### src/rtl/dma4_pkg.sv
package dma4_pkg;
    typedef enum logic [1:0] {
        XM_DEMAND  = 2'b00,
        XM_SINGLE  = 2'b01,
        XM_RSVD    = 2'b10,
        XM_CASCADE = 2'b11
    } xmode_e;

    typedef enum logic [1:0] {
        XT_VERIFY  = 2'b00,
        XT_WRITE   = 2'b01,
        XT_READ    = 2'b10,
        XT_ILLEGAL = 2'b11
    } xtype_e;

    typedef struct packed {
        xmode_e xmode;
        logic   dec;
        logic   autoinit;
        xtype_e xtype;
    } chmode_t;

    typedef enum logic {
        CMD_MASK = 1'b0,
        CMD_MODE = 1'b1
    } cmd_kind_e;

    typedef enum logic {
        CH_ARMED   = 1'b0,
        CH_EXPIRED = 1'b1
    } ch_state_e;

    localparam int MODE_W = $bits(chmode_t);
endpackage

### src/rtl/dma4_cmd_regs.sv
module dma4_cmd_regs
    import dma4_pkg::*;
#(
    parameter int NCH = 4,
    localparam int CH_W = $clog2(NCH)
) (
    input  logic           clk,
    input  logic           rst_n,
    input  logic           mclr,
    input  logic           cmd_we,
    input  logic           cmd_sel,
    input  logic [7:0]     cmd_data,
    input  logic [NCH-1:0] stop,
    output logic [NCH-1:0] mask,
    output chmode_t        mode [NCH]
);
    logic [CH_W-1:0] sel;
    cmd_kind_e       kind;

    assign sel  = cmd_data[CH_W-1:0];
    assign kind = cmd_kind_e'(cmd_sel);

    always_ff @(posedge clk or negedge rst_n) begin
        if (!rst_n) begin
            mask <= '1;
            for (int i = 0; i < NCH; i++) mode[i] <= '0;
        end else if (mclr) begin
            mask <= '1;
            for (int i = 0; i < NCH; i++) mode[i] <= '0;
        end else begin
            if (cmd_we) begin
                unique case (kind)
                    CMD_MASK: mask[sel] <= cmd_data[2];
                    CMD_MODE: mode[sel] <= chmode_t'(cmd_data[7:2]);
                endcase
            end
            // a channel stopping at terminal count masks itself; this wins over a command
            for (int i = 0; i < NCH; i++) begin
                if (stop[i]) mask[i] <= 1'b1;
            end
        end
    end
endmodule

### src/rtl/dma4_chan.sv
module dma4_chan
    import dma4_pkg::*;
#(
    parameter int AW  = 16,
    parameter int CW  = 16,
    parameter int LDW = 16
) (
    input  logic           clk,
    input  logic           rst_n,
    input  logic           mclr,
    input  logic           ld_we,
    input  logic           ld_is_cnt,
    input  logic [LDW-1:0] ld_data,
    input  logic           ack,
    input  logic           dec,
    input  logic           autoinit,
    output logic [AW-1:0]  cur_addr,
    output logic [CW-1:0]  cur_cnt,
    output logic           tc,
    output logic           stop,
    output logic           armed
);
    localparam logic [AW-1:0] A_ONE = AW'(1);
    localparam logic [CW-1:0] C_ONE = CW'(1);

    ch_state_e      state_q, state_d;
    logic [AW-1:0]  base_addr;
    logic [CW-1:0]  base_cnt;
    logic           step, at_zero;

    assign armed   = (state_q == CH_ARMED);
    assign step    = ack && armed && !ld_we && !mclr;
    assign at_zero = (cur_cnt == '0);
    assign stop    = step && at_zero && !autoinit;

    always_comb begin
        state_d = state_q;
        unique case (state_q)
            CH_ARMED:   if (stop)  state_d = CH_EXPIRED;
            CH_EXPIRED: if (ld_we) state_d = CH_ARMED;
        endcase
        if (mclr) state_d = CH_ARMED;
    end

    always_ff @(posedge clk or negedge rst_n) begin
        if (!rst_n) state_q <= CH_ARMED;
        else        state_q <= state_d;
    end

    always_ff @(posedge clk or negedge rst_n) begin
        if (!rst_n) begin
            base_addr <= '0;
            base_cnt  <= '0;
            cur_addr  <= '0;
            cur_cnt   <= '0;
            tc        <= 1'b0;
        end else begin
            tc <= step && at_zero;
            if (ld_we && !mclr) begin
                if (ld_is_cnt) begin
                    base_cnt <= ld_data[CW-1:0];
                    cur_cnt  <= ld_data[CW-1:0];
                end else begin
                    base_addr <= ld_data[AW-1:0];
                    cur_addr  <= ld_data[AW-1:0];
                end
            end else if (step) begin
                if (at_zero && autoinit) begin
                    cur_addr <= base_addr;
                    cur_cnt  <= base_cnt;
                end else begin
                    cur_cnt  <= cur_cnt - C_ONE;
                    cur_addr <= dec ? (cur_addr - A_ONE) : (cur_addr + A_ONE);
                end
            end
        end
    end
endmodule

### src/rtl/dma4_mode_ctrl.sv
module dma4_mode_ctrl
    import dma4_pkg::*;
#(
    parameter int NCH = 4,
    parameter int AW  = 16,
    parameter int CW  = 16,
    localparam int CH_W = $clog2(NCH),
    localparam int LDW  = (AW > CW) ? AW : CW
) (
    input  logic                  clk,
    input  logic                  rst_n,
    input  logic                  mclr,
    input  logic                  cmd_we,
    input  logic                  cmd_sel,
    input  logic [7:0]            cmd_data,
    input  logic                  ld_we,
    input  logic [CH_W-1:0]       ld_ch,
    input  logic                  ld_is_cnt,
    input  logic [LDW-1:0]        ld_data,
    input  logic [NCH-1:0]        dack,
    input  logic [NCH-1:0]        dreq,
    output logic [NCH-1:0]        dreq_masked,
    output logic [NCH*MODE_W-1:0] ch_mode,
    output logic [NCH-1:0]        wr_en,
    output logic [NCH-1:0]        rd_en,
    output logic [NCH-1:0]        tc,
    output logic [NCH*AW-1:0]     cur_addr,
    output logic [NCH*CW-1:0]     cur_cnt
);
    logic [NCH-1:0] mask, stop, ch_armed;
    chmode_t        mode [NCH];

    dma4_cmd_regs #(.NCH(NCH)) u_regs (
        .clk(clk), .rst_n(rst_n), .mclr(mclr),
        .cmd_we(cmd_we), .cmd_sel(cmd_sel), .cmd_data(cmd_data),
        .stop(stop), .mask(mask), .mode(mode)
    );

    assign dreq_masked = dreq & ~mask;

    for (genvar i = 0; i < NCH; i++) begin : g_ch
        logic is_casc;

        dma4_chan #(.AW(AW), .CW(CW), .LDW(LDW)) u_chan (
            .clk(clk), .rst_n(rst_n), .mclr(mclr),
            .ld_we(ld_we && (ld_ch == CH_W'(i))),
            .ld_is_cnt(ld_is_cnt), .ld_data(ld_data),
            .ack(dack[i]), .dec(mode[i].dec), .autoinit(mode[i].autoinit),
            .cur_addr(cur_addr[i*AW +: AW]), .cur_cnt(cur_cnt[i*CW +: CW]),
            .tc(tc[i]), .stop(stop[i]), .armed(ch_armed[i])
        );

        assign is_casc = (mode[i].xmode == XM_CASCADE);
        assign wr_en[i] = !is_casc && (mode[i].xtype == XT_WRITE);
        assign rd_en[i] = !is_casc && (mode[i].xtype == XT_READ);
        assign ch_mode[i*MODE_W +: MODE_W] = mode[i];
    end
endmodule

### config.mk
export PLATFORM = sky130hd
export DESIGN_NAME = dma4_mode_ctrl
export DESIGN_NICKNAME = d
export VERILOG_FILES = /design/src/rtl/dma4_pkg.sv /design/src/rtl/dma4_cmd_regs.sv /design/src/rtl/dma4_chan.sv /design/src/rtl/dma4_mode_ctrl.sv
export SDC_FILE = /design/constraint.sdc
export NUM_CORES = 1
export LEC_CHECK = 0
export BUFFER_PORTS_ARGS = -buffer_cell sky130_fd_sc_hd__buf_2
export CAP_MARGIN = 20
export CORE_MARGIN = 2
export CORE_UTILIZATION = 54
export DETAILED_ROUTE_END_ITERATION = 10
export GPL_ROUTABILITY_DRIVEN = 0
export PLACE_DENSITY = 0.76
export RECOVER_POWER = 50
export SYNTH_ARGS = -nofsm -noshare
export SYNTH_HDL_FRONTEND = slang
export SYNTH_HIERARCHICAL = 1
export SYNTH_SLANG_ARGS = --single-unit
### constraint.sdc
create_clock -name clk -period 2.49 [get_ports clk]
set_input_delay 0.3735 -clock clk [delete_from_list [all_inputs] [get_ports clk]]
set_output_delay 0.3735 -clock clk [all_outputs]
set_load 0.005 [all_outputs]
; Word-level counts from Yosys, hierarchy flattened
; Cells that the tools add are included.
; Widths: inputs -> output; s select.
[op_classes]
n_lt_le_gt_ge = 4
bitwise_logic = 8
mux = 62
n_reduce_logical = 91
eq_ne = 27
n_addsub = 12
[ops]
columns = op, n
row1 = $mux 16, 30
row2 = $sub 16x1->16 const B, 8
row3 = $mux 24, 3
row4 = $add 16x1->16 const B, 4
row5 = $logic_not 16->1, 4
row6 = $logic_and 1x1->1, 42
row7 = $reduce_and 2->1, 21
row8 = $bwmux 24, 1
row9 = $eq 2x2->1 const B, 10
row10 = $mux 1, 17
row11 = $ne 2x2->1 const B, 8
row12 = $logic_not 1->1, 13
row13 = $demux 6 s2, 1
row14 = $mux 4, 3
row15 = $ne 3x2->1 const B, 4
row16 = $reduce_bool 2->1, 6
row17 = $reduce_bool 3->1, 4
row18 = $eq 2x1->1 const B, 5
row19 = $pmux 1 s2, 4
row20 = $mux 6, 1
row21 = $not 1->1, 5
row22 = $and 4x4->4, 1
row23 = $bwmux 4, 1
row24 = $not 4->4, 1
row25 = other kinds (7), 7
[word_totals]
input_bits = 41
regBits = 292
wordCells = 248
out_inout_bits = 168

; Depth between registers and ports, before layout
; Gate-level depths: netlist of the first run.
[depth]
ltp_word = 10
depth_mapped = 10
ltp_nobuf = 9

; Cells and area by module
; Netlist of the first run, hierarchy kept.
[by_module_without_submodules]
columns = mod, instances, area_each_um2, cells_per_inst
row1 = dma4_chan (g_ch[2].u_chan ...), 2, 4053.9, 427
row2 = dma4_chan (g_ch[0].u_chan ...), 2, 3945.0, 418
row3 = dma4_cmd_regs, 1, 1408.9, 114
row4 = dma4_mode_ctrl, 1, 145.1, 21

; Worst setup path before layout of the first run
; No wires, ideal clock.
[synth_timing]
kind = register to register
from = reg, netlist name u_regs/mode[9]
to = reg g_ch[2].u_chan.cur_addr[13]
required_ps = 2396
period_less_slack_ps = 2711
setup_time_ps = 94
slack_ps = -221
path_stages_with_launch = 9
arrival_ps = 2617
cell_sequence = dfrtp_1 > ha_1 > a211o_1 > a221o_1 > and2_1 > or3_1 > a31oi_1 > xor2_1 > a211oi_1
[synth_via]
elab_chain_len = 4
[synth_lines]
columns = item, line
row1 = $mux 16, dma4_chan.sv:73  ; cur_addr <= dec ? (cur_addr - A_ONE) : (cur_addr + A_ONE);
row2 = $mux 16, dma4_chan.sv:68  ; if (at_zero && autoinit) begin
row3 = $mux 16, dma4_chan.sv:67  ; end else if (step) begin
row4 = $mux 16, dma4_chan.sv:59  ; if (ld_we && !mclr) begin
row5 = end signal: assignment, dma4_chan.sv:65  ; cur_addr <= ld_data[AW-1:0];
row6 = end signal: assignment, dma4_chan.sv:69  ; cur_addr <= base_addr;
row7 = end signal: assignment, dma4_chan.sv:73
row8 = end: declaration, dma4_chan.sv:17  ; output logic [AW-1:0] cur_addr,
; Every way passes these cells. The select of a mux whose other input is x is not followed.
; A chain may end at the register's enable or synchronous reset.

; Worst setup path after layout of the first run
[layout_timing]
from = reg, netlist name u_regs/mode[9]
to = reg g_ch[2].u_chan.cur_addr[15]
[layout_via]
elab_chain_len = 4
[layout_lines]
columns = item, line
row1 = $mux 16, dma4_chan.sv:73
row2 = $mux 16, dma4_chan.sv:68
row3 = $mux 16, dma4_chan.sv:67
row4 = $mux 16, dma4_chan.sv:59
; Every way passes these cells. The select of a mux whose other input is x is not followed.

==> summary.md, run 1 <==
| Metric | Value |
|---|---|
| Status | complete, but fails checks |
| Failing checks | capacitance limit, slew limit, setup timing |
| Die width | 184 µm |
| Layout cells sized above 1 | 30.2% |
| CTS tree | done |
| Area leader, netlist | dfrtp_1 |
| Synth Register Bits | 292 |
| Area of the multi-input gates | 10100 µm² |
| Filler cell count | 2500 |
| GRT Total Usage | 31.1% |
| Hold EP | u_regs/mask[3] |
| Syn_area_per_cell | 9.62 µm² |
| Post-route cell area | 21500 µm² |
| Mapped Nets | 1934 |
| Final period demand of the worst path | 2.55 ns |
| Synthesized area | 17600 µm² |
| Core ar. | 32300 µm² |
| Setup Viol. Count Final | 5 |
| Slew HR | -12.8% |
| Chip Height | 184 µm |
| Number of synthesized flops with an enable pin | 0 |
| Worst R2R Start | u_regs/mode[9] |
| RSZ-0062 raised after global routing | yes |
| Worst Hold Class | input pin to flip-flop |
| Post-synthesis compound-gate area fraction | 17.9% |
| Detail Route Antenna Nets | 0 |
| CTS clock-pin slew for the worst setup and hold paths | 0.06 ns |
| Synth Area in XOR/XNOR | 3.69% |
| Worst-Skew Late Latency | 0.52 ns |
| Wire length per cell | 21.0 µm |
| Final HPWL DP | 37200 µm |
| Required @ worst endpoint | 2.89 ns |
| Final Max Tran Viols | 69 |
| Dpl cells | 2525 |
| Starting Density | 54.4% |
| H-tree levels | 2 |
| Most frequent cell after synthesis | dfrtp_1 |
| Worst setup SP type | flip-flop |
| Clk_skew | 0.0184 ns |
| Pin count of the biggest net entering global routing | 70 |
| Final period util | 102% |
| Critical path capture point type | flip-flop |
| Post-synthesis simple-gate area fraction | 17.7% |
| Final Hold Fails | 0 |
| Num CTS Buffers | 34 |
| Seq/Total Area, Yosys | 41.7% |
| Die ar. | 34000 µm² |
| Most used DFF post-synth | dfrtp_1 |
| Post-synth top area share | 41.1% |
| Peak supply drop | 0.644 mV |
| PD cells | 882 nW/µm² |
| Internal Pwr Total | 12.5 mW |
| Net Sw Power | 6.46 mW |
| Post-synthesis mux area share | 10.5% |
| Row cnt | 66 |
| Max Clk Rate | 0.393 GHz |
| Gate power share | 33.2% |
| Adder-Cell Fraction of Synth Area | 5.02% |
| Setup TNS | -0.164 ns |
| Min Hold Slack | 0.225 ns |
| Sw Share | 34.0% |
| Worst reg-to-reg path cell count | 8 |
| HP Start | cmd_data[2] |
| Leakage | 9.50 nW |
| Worst endpoint data arrival time | 2.95 ns |
| Asr flop ratio synth | 100% |
| Reg power frac | 37.9% |
| First-pass GRT wire length | 83100 µm |
| # port buffers | 208 |
| # clock sinks | 292 |
| Slew @ Worst Pin | 1.69 ns |
| Ranking of synthesized cells by area | dfrtp_1, mux2_2, a21oi_1 |
| FF-to-FF setup slack | -0.06 ns |
| Global route total overflow | 0 |
| Clock root buffer | clkbuf_16 |
| Worst Slack Setup Final | -0.0570 ns |
| Post-Syn Instances | 1825 |
| Clk pwr share | 28.9% |
| Initial antenna violation count | 8 |
| IO Count | 209 |
| RR Endpoint | g_ch[2].u_chan/cur_addr[15] |
| Area post-placement | 20000 µm² |
| CTS Buffer Depth | 3 |
| Post-synthesis cell type count | 79 |
| WL final | 54500 µm |
| Max Cap Viol | 1 |
| Routed vias/inst | 6.20 |
| Reg area | 7320 µm² |
| Setup CP Type | flip-flop to flip-flop |
| Nets | 2237 |
| Min-Delay Path Depth | 3 |
| Leading cell types by count after synthesis | dfrtp_1, nor2_1, a21oi_1 |
| Via count | 16132 |
| Vias in the first global route | 15566 |
| Warnings, synthesis | 6 |
| Main combinational cell family by area after synthesis | compound AO/OA/AOI/OAI gates |
| P&R area growth vs syn | 22.8% |
| First-pass DRT Iterations | 5 |
| Worst-path maximum fanout | 9 |
| DR iter-0 viols | 1349 |
| DRC | 0 |
| Non-Filler Instances | 2601 |
-- metal layers --
metal / wire, µm / global-route usage [%] / share of wire, %
met3: 4530 / 6.22 / 8.3
met5: 21 / 0 / 0.039
met4: 2360 / 14.0 / 4.3
met1: 22100 / 41.0 / 41
met2: 25500 / 49.9 / 47
-- repair_timing --
| action | 4_1_cts | 5_1_grt |
|---|---|---|
| buffers inserted | 2 | 6 |
| setup endpoints to repair | 12 | 47 |
| resized for setup | 14 | 62 |
| endpoints found under the hold margin | 61 | 0 |
| hold buffers | 1 | 0 |
| pin swaps | 4 | 17 |
-- stage by stage --
stage               worst slack (ns)  total power [mW]  util [%]
floorplan                   0.000552              10.7         -
global route                  -0.127              20.0      66.7
detailed placement           -0.0769              13.2      61.9
global placement            -0.00352              12.9      61.9
finish                       -0.0570              19.0      66.7
CTS                          -0.0575              18.7      65.9
-- registers in the layout, summed over array words and instances, names as in the netlist --
register and flops:
g_ch.u_chan/cur_cnt 64, g_ch.u_chan/tc 4, g_ch.u_chan/base_addr 64, g_ch.u_chan/cur_addr 64
g_ch.u_chan/state_q 4, u_regs/mask 4, u_regs/mode 24, g_ch.u_chan/base_cnt 64
-- power by group through the flow --
stage	Sequential (mW)	Clock, mW	Combinational (mW)
global route	7.33	5.73	6.92
floorplan	6.99	0	3.67
finish	7.20	5.49	6.31
CTS	7.12	5.54	6.09
detailed placement	7.19	0	6.00
global placement	7.13	0	5.78
-- worst max-delay path: stages (launching register included) --
cell and delay (ns):
dfrtp_4 0.57, ha_4 0.25, a211o_1 0.27, a221o_1 0.32, and2_4 0.18, o31ai_4 0.24
nand2_1 0.13, a21boi_1 0.14, a2111o_1 0.33
-- how the worst max path moves through the flow --
stage                                             end  cells after the start            from  slack (ns)
final                     g_ch[2].u_chan/cur_addr[15]                      8  u_regs/mode[9]       -0.06
after global routing      g_ch[2].u_chan/cur_addr[13]                      8  u_regs/mode[9]       -0.13
after CTS                 g_ch[2].u_chan/cur_addr[13]                      8  u_regs/mode[9]       -0.06
after detailed placement  g_ch[2].u_chan/cur_addr[13]                      8  u_regs/mode[9]       -0.08
after global placement    g_ch[2].u_chan/cur_addr[15]                      8  u_regs/mode[9]      -0.004
after floorplan           g_ch[2].u_chan/cur_addr[13]                      8  u_regs/mode[9]      0.0006
-- cell usage in the layout, fill, tap and decap left out, types with 10 or more instances in the layout --
| master | instances |
|---|---|
| a31oi_1 | 26 |
| nor3_1 | 37 |
| o22ai_1 | 14 |
| nor2_1 | 170 |
| mux2i_1 | 36 |
| o211ai_1 | 18 |
| nand2b_1 | 42 |
| dfrtp_1 | 284 |
| nor2b_1 | 10 |
| o21ai_1 | 13 |
| a21o_1 | 30 |
| a211oi_1 | 35 |
| o31ai_1 | 13 |
| a21oi_1 | 154 |
| buf_2 | 207 |
| ha_1 | 49 |
| o21ai_0 | 82 |
| buf_4 | 139 |
| inv_1 | 30 |
| xor2_1 | 28 |
| nand3_1 | 27 |
| nand2_1 | 154 |
| a21oi_2 | 10 |
| clkbuf_1 | 16 |
| mux2_2 | 132 |
| xnor2_1 | 45 |
| ha_4 | 12 |
| nor3b_1 | 10 |
| clkbuf_16 | 34 |
| or3_1 | 38 |
-- layout make-up --
type | instances | share of cell area [%]
diodes | 5 | 0.0581
clock buffers | 46 | 4.39
clock inverters | 16 | 1.31
inverters | 30 | 0.523
multi-input cells | 1405 | 46.9
flip-flops and latches | 292 | 34.0
well taps | 442 | 2.57
repair buffers | 365 | 10.3
-- logic make-up after synthesis --
family,Yosys count
xor gates and xnor gates,74
and+or+nand+nor,597
adders and majority gates,68
AOI/OAI and AO/OA,498
muxes,168
buffers and inverters,128
DFF,292
Power figures use the tool's default switching activity.
==> run 2: changes to the inputs <==
--- a/config.mk
+++ b/config.mk
@@ -13,6 +13,7 @@
 export GPL_ROUTABILITY_DRIVEN = 0
 export PLACE_DENSITY = 0.76
 export RECOVER_POWER = 50
+export REMOVE_ABC_BUFFERS = 1
 export SYNTH_ARGS = -nofsm -noshare
 export SYNTH_HDL_FRONTEND = slang
 export SYNTH_HIERARCHICAL = 1
==> summary.md, run 2 (same netlist as run 1, synthesis figures left out) <==
| Metric | Value |
|---|---|
| Row cnt | 66 |
| WL final | 56100 µm |
| Peak supply drop | 0.614 mV |
| Post-route cell area | 21600 µm² |
| Crit path from | u_regs/mode[3] |
| IO Count | 209 |
| Crit-path slowest cell | dfrtp_2 |
| Worst Slack Setup Final | -0.0901 ns |
| RSZ-0062 raised after global routing | yes |
| Routed vias/inst | 6.23 |
| Worst-Skew Late Latency | 0.52 ns |
| Wire length per cell | 21.4 µm |
| Worst-path maximum fanout | 6 |
| Via count | 16320 |
| Die ar. | 34000 µm² |
| First-pass DRT Iterations | 5 |
| Leakage | 9.53 nW |
| Power, Total | 18.7 mW |
| Status | complete, but fails checks |
| Largest stage delay on the critical path | 0.51 ns |
| First-pass GRT wire length | 87400 µm |
| Worst R2R Start | u_regs/mode[3] |
| Non-Filler Instances | 2620 |
| Max Clk Rate | 0.388 GHz |
| Worst setup SP type | flip-flop |
| Worst-path cell chain | ha_4, a211o_1, a221o_1, and2_4, or3_4, a31oi_4, xor2_1, a211oi_1 |
| Chip Height | 184 µm |
| GRT Total Usage | 32.5% |
| CTS Buffer Depth | 3 |
| Failing checks | capacitance limit, slew limit, setup timing |
| Initial antenna violation count | 3 |
| Worst endpoint data arrival time | 2.96 ns |
| HP Start | cmd_data[6] |
| Max Cap Viol | 1 |
| Final period demand of the worst path | 2.58 ns |
| Nets | 2260 |
| Leading cell type in the layout, fill and taps excluded | dfrtp_1 |
| Setup Viol. Count Final | 8 |
| Vias in the first global route | 16307 |
| DR iter-0 viols | 1354 |
| # port buffers | 208 |
| CTS clock-pin slew for the worst setup and hold paths | 0.06 ns |
| CTS tree | done |
| Pin count of the biggest net entering global routing | 60 |
| Num CTS Buffers | 34 |
| Required @ worst endpoint | 2.87 ns |
| Final period util | 104% |
| Setup TNS | -0.385 ns |
| Final Hold Fails | 0 |
| Placement Setup Slack | -0.128 ns |
| Slew @ Worst Pin | 1.62 ns |
| PD cells | 863 nW/µm² |
| Area post-placement | 20000 µm² |
| Layout cells sized above 1 | 30.5% |
| Slew HR | -8.06% |
| Core ar. | 32300 µm² |
| Setup CP Type | flip-flop to flip-flop |
| Critical path capture point type | flip-flop |
| Final Max Tran Viols | 59 |
| Die width | 184 µm |
| # clock sinks | 292 |
| Worst Hold Class | input pin to flip-flop |
| DRC | 0 |
| Detail Route Antenna Nets | 0 |
| H-tree levels | 2 |
| Starting Density | 54.4% |
| Dpl cells | 2546 |
| Commonest cells after routing, fill and taps aside | dfrtp_1, buf_2, nor2_1 |
| Final HPWL DP | 38000 µm |
| P&R area growth vs syn | 23.3% |
| Clock root buffer | clkbuf_16 |
| Clk_skew | 0.00915 ns |
| Global route total overflow | 0 |
==> run 2: changes by cell type in the layout (fill, tap and decap cells not counted), sizes merged <==
cell,change
clkinvlp,+1
inv,-3
clkbuf,+16
diode,-1
clkinv,+3
buf,+9
bufinv,-6
==> run 2: worst max-delay path: cells and delay by family (launching register included) <==
| family | cells | cell delay [ns] |
|---|---|---|
| AND/OR/NAND/NOR | 2 | 0.58 |
| AO/OA/AOI/OAI | 4 | 0.91 |
| XOR/XNOR | 1 | 0.17 |
| flip-flops | 1 | 0.51 |
| adder cells (fa/ha/maj) | 1 | 0.29 |
==> run 2: what timing repair did <==
item	in CTS	in global routing
pin swaps	5	25
endpoints found under the hold margin	51	0
setup buffers	1	9
hold buffers	1	0
setup endpoints to repair	12	44
resized for setup	23	69
==> run 2: cell type report <==
| cell class | instances | area, µm² |
|---|---|---|
| clock inverters | 11 | 88.8 |
| well taps | 442 | 553 |
| multi-input cells | 1405 | 10100 |
| repair buffers | 388 | 2410 |
| diodes | 4 | 10.0 |
| fillers | 2495 | 10600 |
| inverters | 30 | 113 |
| flip-flops and latches | 292 | 7320 |
| clock buffers | 48 | 1020 |
==> run 2: layer usage <==
metal,up-vias,share of wire [%],track usage (%)
li1,7360,-,-
met1,7997,41,43.4
met2,794,46,52.1
met3,169,8.3,5.41
met4,0,4.6,15.0
met5,-,0,0
==> run 2: final timing paths <==
check,end,slack [ns],depth (start not counted)
min in group asynchronous,g_ch[3].u_chan/base_addr[9],0.82,2
worst min register to register,g_ch[0].u_chan/cur_addr[10],0.49,1
worst max-delay path,g_ch[3].u_chan/cur_addr[13],-0.09,8
worst min-delay path,u_regs/mode[16],0.25,3
max in group asynchronous,u_regs/mode[15],0.30,3
worst max register to register,g_ch[3].u_chan/cur_addr[13],-0.09,8
==> run 2: metrics by stage <==
step	util, %	hold WS [ns]
finish	67.0	0.246
global route	67.0	0.271
CTS	66.0	0.230
detailed placement	62.1	0.363
global placement	62.1	0.362
floorplan	-	0.0779
==> run 2: where the power goes <==
group	leakage (nW)	switching (mW)	internal (mW)
Clock	0.545	2.04	2.95
Sequential	3.45	1.29	5.94
Combinational	5.54	3.19	3.28
==> run 3: changes to the inputs <==
--- a/config.mk
+++ b/config.mk
@@ -7,6 +7,7 @@
 export LEC_CHECK = 0
 export BUFFER_PORTS_ARGS = -buffer_cell sky130_fd_sc_hd__buf_2
 export CAP_MARGIN = 20
+export CORE_ASPECT_RATIO = 0.75
 export CORE_MARGIN = 2
 export CORE_UTILIZATION = 54
 export DETAILED_ROUTE_END_ITERATION = 10
@@ -16,5 +17,4 @@
 export REMOVE_ABC_BUFFERS = 1
 export SYNTH_ARGS = -nofsm -noshare
 export SYNTH_HDL_FRONTEND = slang
-export SYNTH_HIERARCHICAL = 1
 export SYNTH_SLANG_ARGS = --single-unit
==> summary.md, run 3 <==
| Metric | Value |
|---|---|
| Status | complete, but fails checks |
| Failing checks | capacitance limit, slew limit, setup timing |
| Post-Syn Instances | 1893 |
| Pin count of the biggest net entering global routing | 73 |
| Synth Area in XOR/XNOR | 4.25% |
| CTS Buffer Depth | 3 |
| Crit-path slowest cell | or4_1 |
| Post-synthesis mux area share | 9.97% |
| Setup CP Type | flip-flop to flip-flop |
| RR Endpoint | g_ch[2].u_chan.cur_addr[15] |
| Via count | 16435 |
| Placement Setup Slack | -0.130 ns |
| Post-synthesis simple-gate area fraction | 17.8% |
| Min Hold Slack | 0.111 ns |
| Setup TNS | -0.0177 ns |
| Slew HR | -3.68% |
| Clk_skew | 0.0179 ns |
| Post-synth top area share | 40.7% |
| Die ar. | 34300 µm² |
| FF-to-FF setup slack | -0.02 ns |
| Required @ worst endpoint | 3.00 ns |
| Leading cell types by count after synthesis | dfrtp_1, nor2_1, nand2_1 |
| Global route total overflow | 0 |
| DR iter-0 viols | 1827 |
| Reg area | 7320 µm² |
| Starting Density | 54.8% |
| Area leader, netlist | dfrtp_1 |
| Final period demand of the worst path | 2.51 ns |
| Num CTS Buffers | 30 |
| Filler cell count | 2583 |
| Wire length per cell | 21.4 µm |
| Post-synthesis compound-gate area fraction | 18.0% |
| Worst-Skew Late Latency | 0.58 ns |
| Largest stage delay on the critical path | 0.50 ns |
| Warnings, synthesis | 0 |
| Initial antenna violation count | 8 |
| Main combinational cell family by area after synthesis | compound AO/OA/AOI/OAI gates |
| Commonest cells after routing, fill and taps aside | dfrtp_1, nor2_1, buf_2 |
| Routed vias/inst | 6.22 |
| Area of the multi-input gates | 9970 µm² |
| Worst-path cell chain | buf_6, ha_2, a211o_1, a21oi_2, o21bai_1, and4_1, or4_1, a31oi_1 |
| Asr flop ratio synth | 100% |
| Worst reg-to-reg path cell count | 8 |
| Ranking of synthesized cells by area | dfrtp_1, mux2_2, ha_1 |
| RSZ-0062 raised after global routing | yes |
| Worst R2R Start | u_regs.mode[9] |
| Clock root buffer | clkbuf_16 |
| Worst-path maximum fanout | 7 |
| Leading cell type in the layout, fill and taps excluded | dfrtp_1 |
| Core ar. | 32300 µm² |
| Slew @ Worst Pin | 1.56 ns |
| Critical path capture point type | flip-flop |
| Worst Hold Class | input pin to flip-flop |
| Number of synthesized flops with an enable pin | 0 |
| Chip Height | 161 µm |
| Seq/Total Area, Yosys | 41.3% |
| WL final | 56600 µm |
| DRC | 0 |
| IO Count | 209 |
| CP endpoint | g_ch[2].u_chan.cur_addr[15] |
| Final Hold Fails | 0 |
| Synthesized area | 17700 µm² |
| # clock sinks | 292 |
| First-pass DRT Iterations | 6 |
| # port buffers | 208 |
| Peak supply drop | 0.578 mV |
| P&R area growth vs syn | 20.0% |
| Final Max Tran Viols | 58 |
| PD cells | 924 nW/µm² |
| GRT Total Usage | 32.4% |
| Max Clk Rate | 0.399 GHz |
| Setup Viol. Count Final | 1 |
| Leakage | 9.68 nW |
| CTS tree | done |
| Most frequent cell after synthesis | dfrtp_1 |
| Adder-Cell Fraction of Synth Area | 4.98% |
| Synth Register Bits | 292 |
| Detail Route Antenna Nets | 0 |
| Final HPWL DP | 39700 µm |
| Layout cells sized above 1 | 28.3% |
| Vias in the first global route | 15559 |
| Nets | 2282 |
| Row cnt | 57 |
| Final period util | 101% |
| Post-synthesis cell type count | 86 |
| Worst endpoint data arrival time | 3.02 ns |
| First-pass GRT wire length | 87100 µm |
| H-tree levels | 1 |
| Worst setup SP type | flip-flop |
| Worst Slack Setup Final | -0.0177 ns |
| Syn_area_per_cell | 9.35 µm² |
| Max Cap Viol | 1 |
| Die width | 213 µm |
| Crit path from | u_regs.mode[9] |
| Most used DFF post-synth | dfrtp_1 |
| CTS clock-pin slew for the worst setup and hold paths | 0.07 ns |
| Power, Total | 19.6 mW |
## run 3: cell count changes in the layout (fill, tap and decap cells not counted), sizes merged, moves of 13 or more
cell and delta:
a211oi +15, a21oi -34, a31oi +13, clkbuf -15, nand2 +40, nand2b -34, nor2 +30, o211ai +23
o21ai +31
## run 3: critical path, delay by kind of cell (launching register included)
kind	cells	cell delay (ns)
fa+ha+maj	1	0.32
flops	1	0.46
compound gates	4	0.77
simple gates	2	0.72
buf+inv	1	0.17
## run 3: cells by family (layout without fill, tap and decap cells)
| kind of cell | after synthesis | after routing |
|---|---|---|
| multiplexers | 161 | 161 |
| XOR/XNOR | 86 | 86 |
| flip-flops | 292 | 292 |
| buffers and inverters | 142 | 445 |
| AND/OR/NAND/NOR | 643 | 643 |
| adder cells (fa/ha/maj) | 68 | 68 |
| other | 0 | 5 |
| AO/OA/AOI/OAI | 501 | 501 |
## run 3: per-stage QoR
stage / instances / util, % / area (µm²)
floorplan: 1770 / - / 17100
global placement: 2576 / 61.8 / 20000
detailed placement: 2576 / 61.8 / 20000
CTS: 2632 / 65.2 / 21100
global route: 2643 / 65.7 / 21200
finish: 2643 / 65.7 / 21200
## run 3: what timing repair did
| action | CTS | global route |
|---|---|---|
| cloned | 0 | 0 |
| hold endpoints to repair | 51 | 0 |
| buffers inserted | 0 | 5 |
| hold buffers | 1 | 0 |
| pin swaps | 1 | 9 |
| gates resized for setup | 9 | 57 |
| endpoints found under the setup margin | 7 | 59 |
## run 3: final cells by class
class | instances | area share [%]
Inverter | 19 | 0.336
Clock buffer | 46 | 4.15
Multi-Input combinational cell | 1459 | 46.9
Timing Repair Buffer | 371 | 10.7
Antenna cell | 5 | 0.0589
Sequential cell | 292 | 34.4
Clock inverter | 9 | 0.725
Tap cell | 442 | 2.60
## run 3: power breakdown
| part | switching [mW] | internal, mW | leakage (nW) | total, mW |
|---|---|---|---|---|
| sequential | 1.36 | 6.03 | 3.53 | 7.39 |
| combinational | 3.76 | 3.65 | 5.65 | 7.41 |
| clock | 1.98 | 2.84 | 0.499 | 4.82 |
| total | 7.10 | 12.5 | 9.68 | 19.6 |
## run 3: per-layer routing
layer  global-route usage (%)  vias to the layer above  routed length [µm]  share of wire [%]
li1                         -                     7435                   -                  -
met1                     46.9                     8047               23600                 42
met2                     48.4                      829               25000                 44
met3                     6.80                      120                6030                 11
met4                     10.9                        4                1890                3.3
met5                        0                        -                  30              0.053
## run 3: worst min-delay path by stage
stage	cells after the start	slack, ns	to	startpoint
CTS	3	0.10	u_regs.mode[16]	cmd_data[6]
global placement	1	0.35	g_ch[2].u_chan.base_addr[11]	rst_n
global route	3	0.13	u_regs.mode[16]	cmd_data[6]
finish	3	0.11	u_regs.mode[16]	cmd_data[6]
detailed placement	1	0.35	g_ch[2].u_chan.base_addr[10]	rst_n
floorplan	0	0.08	g_ch[0].u_chan.base_addr[0]	rst_n
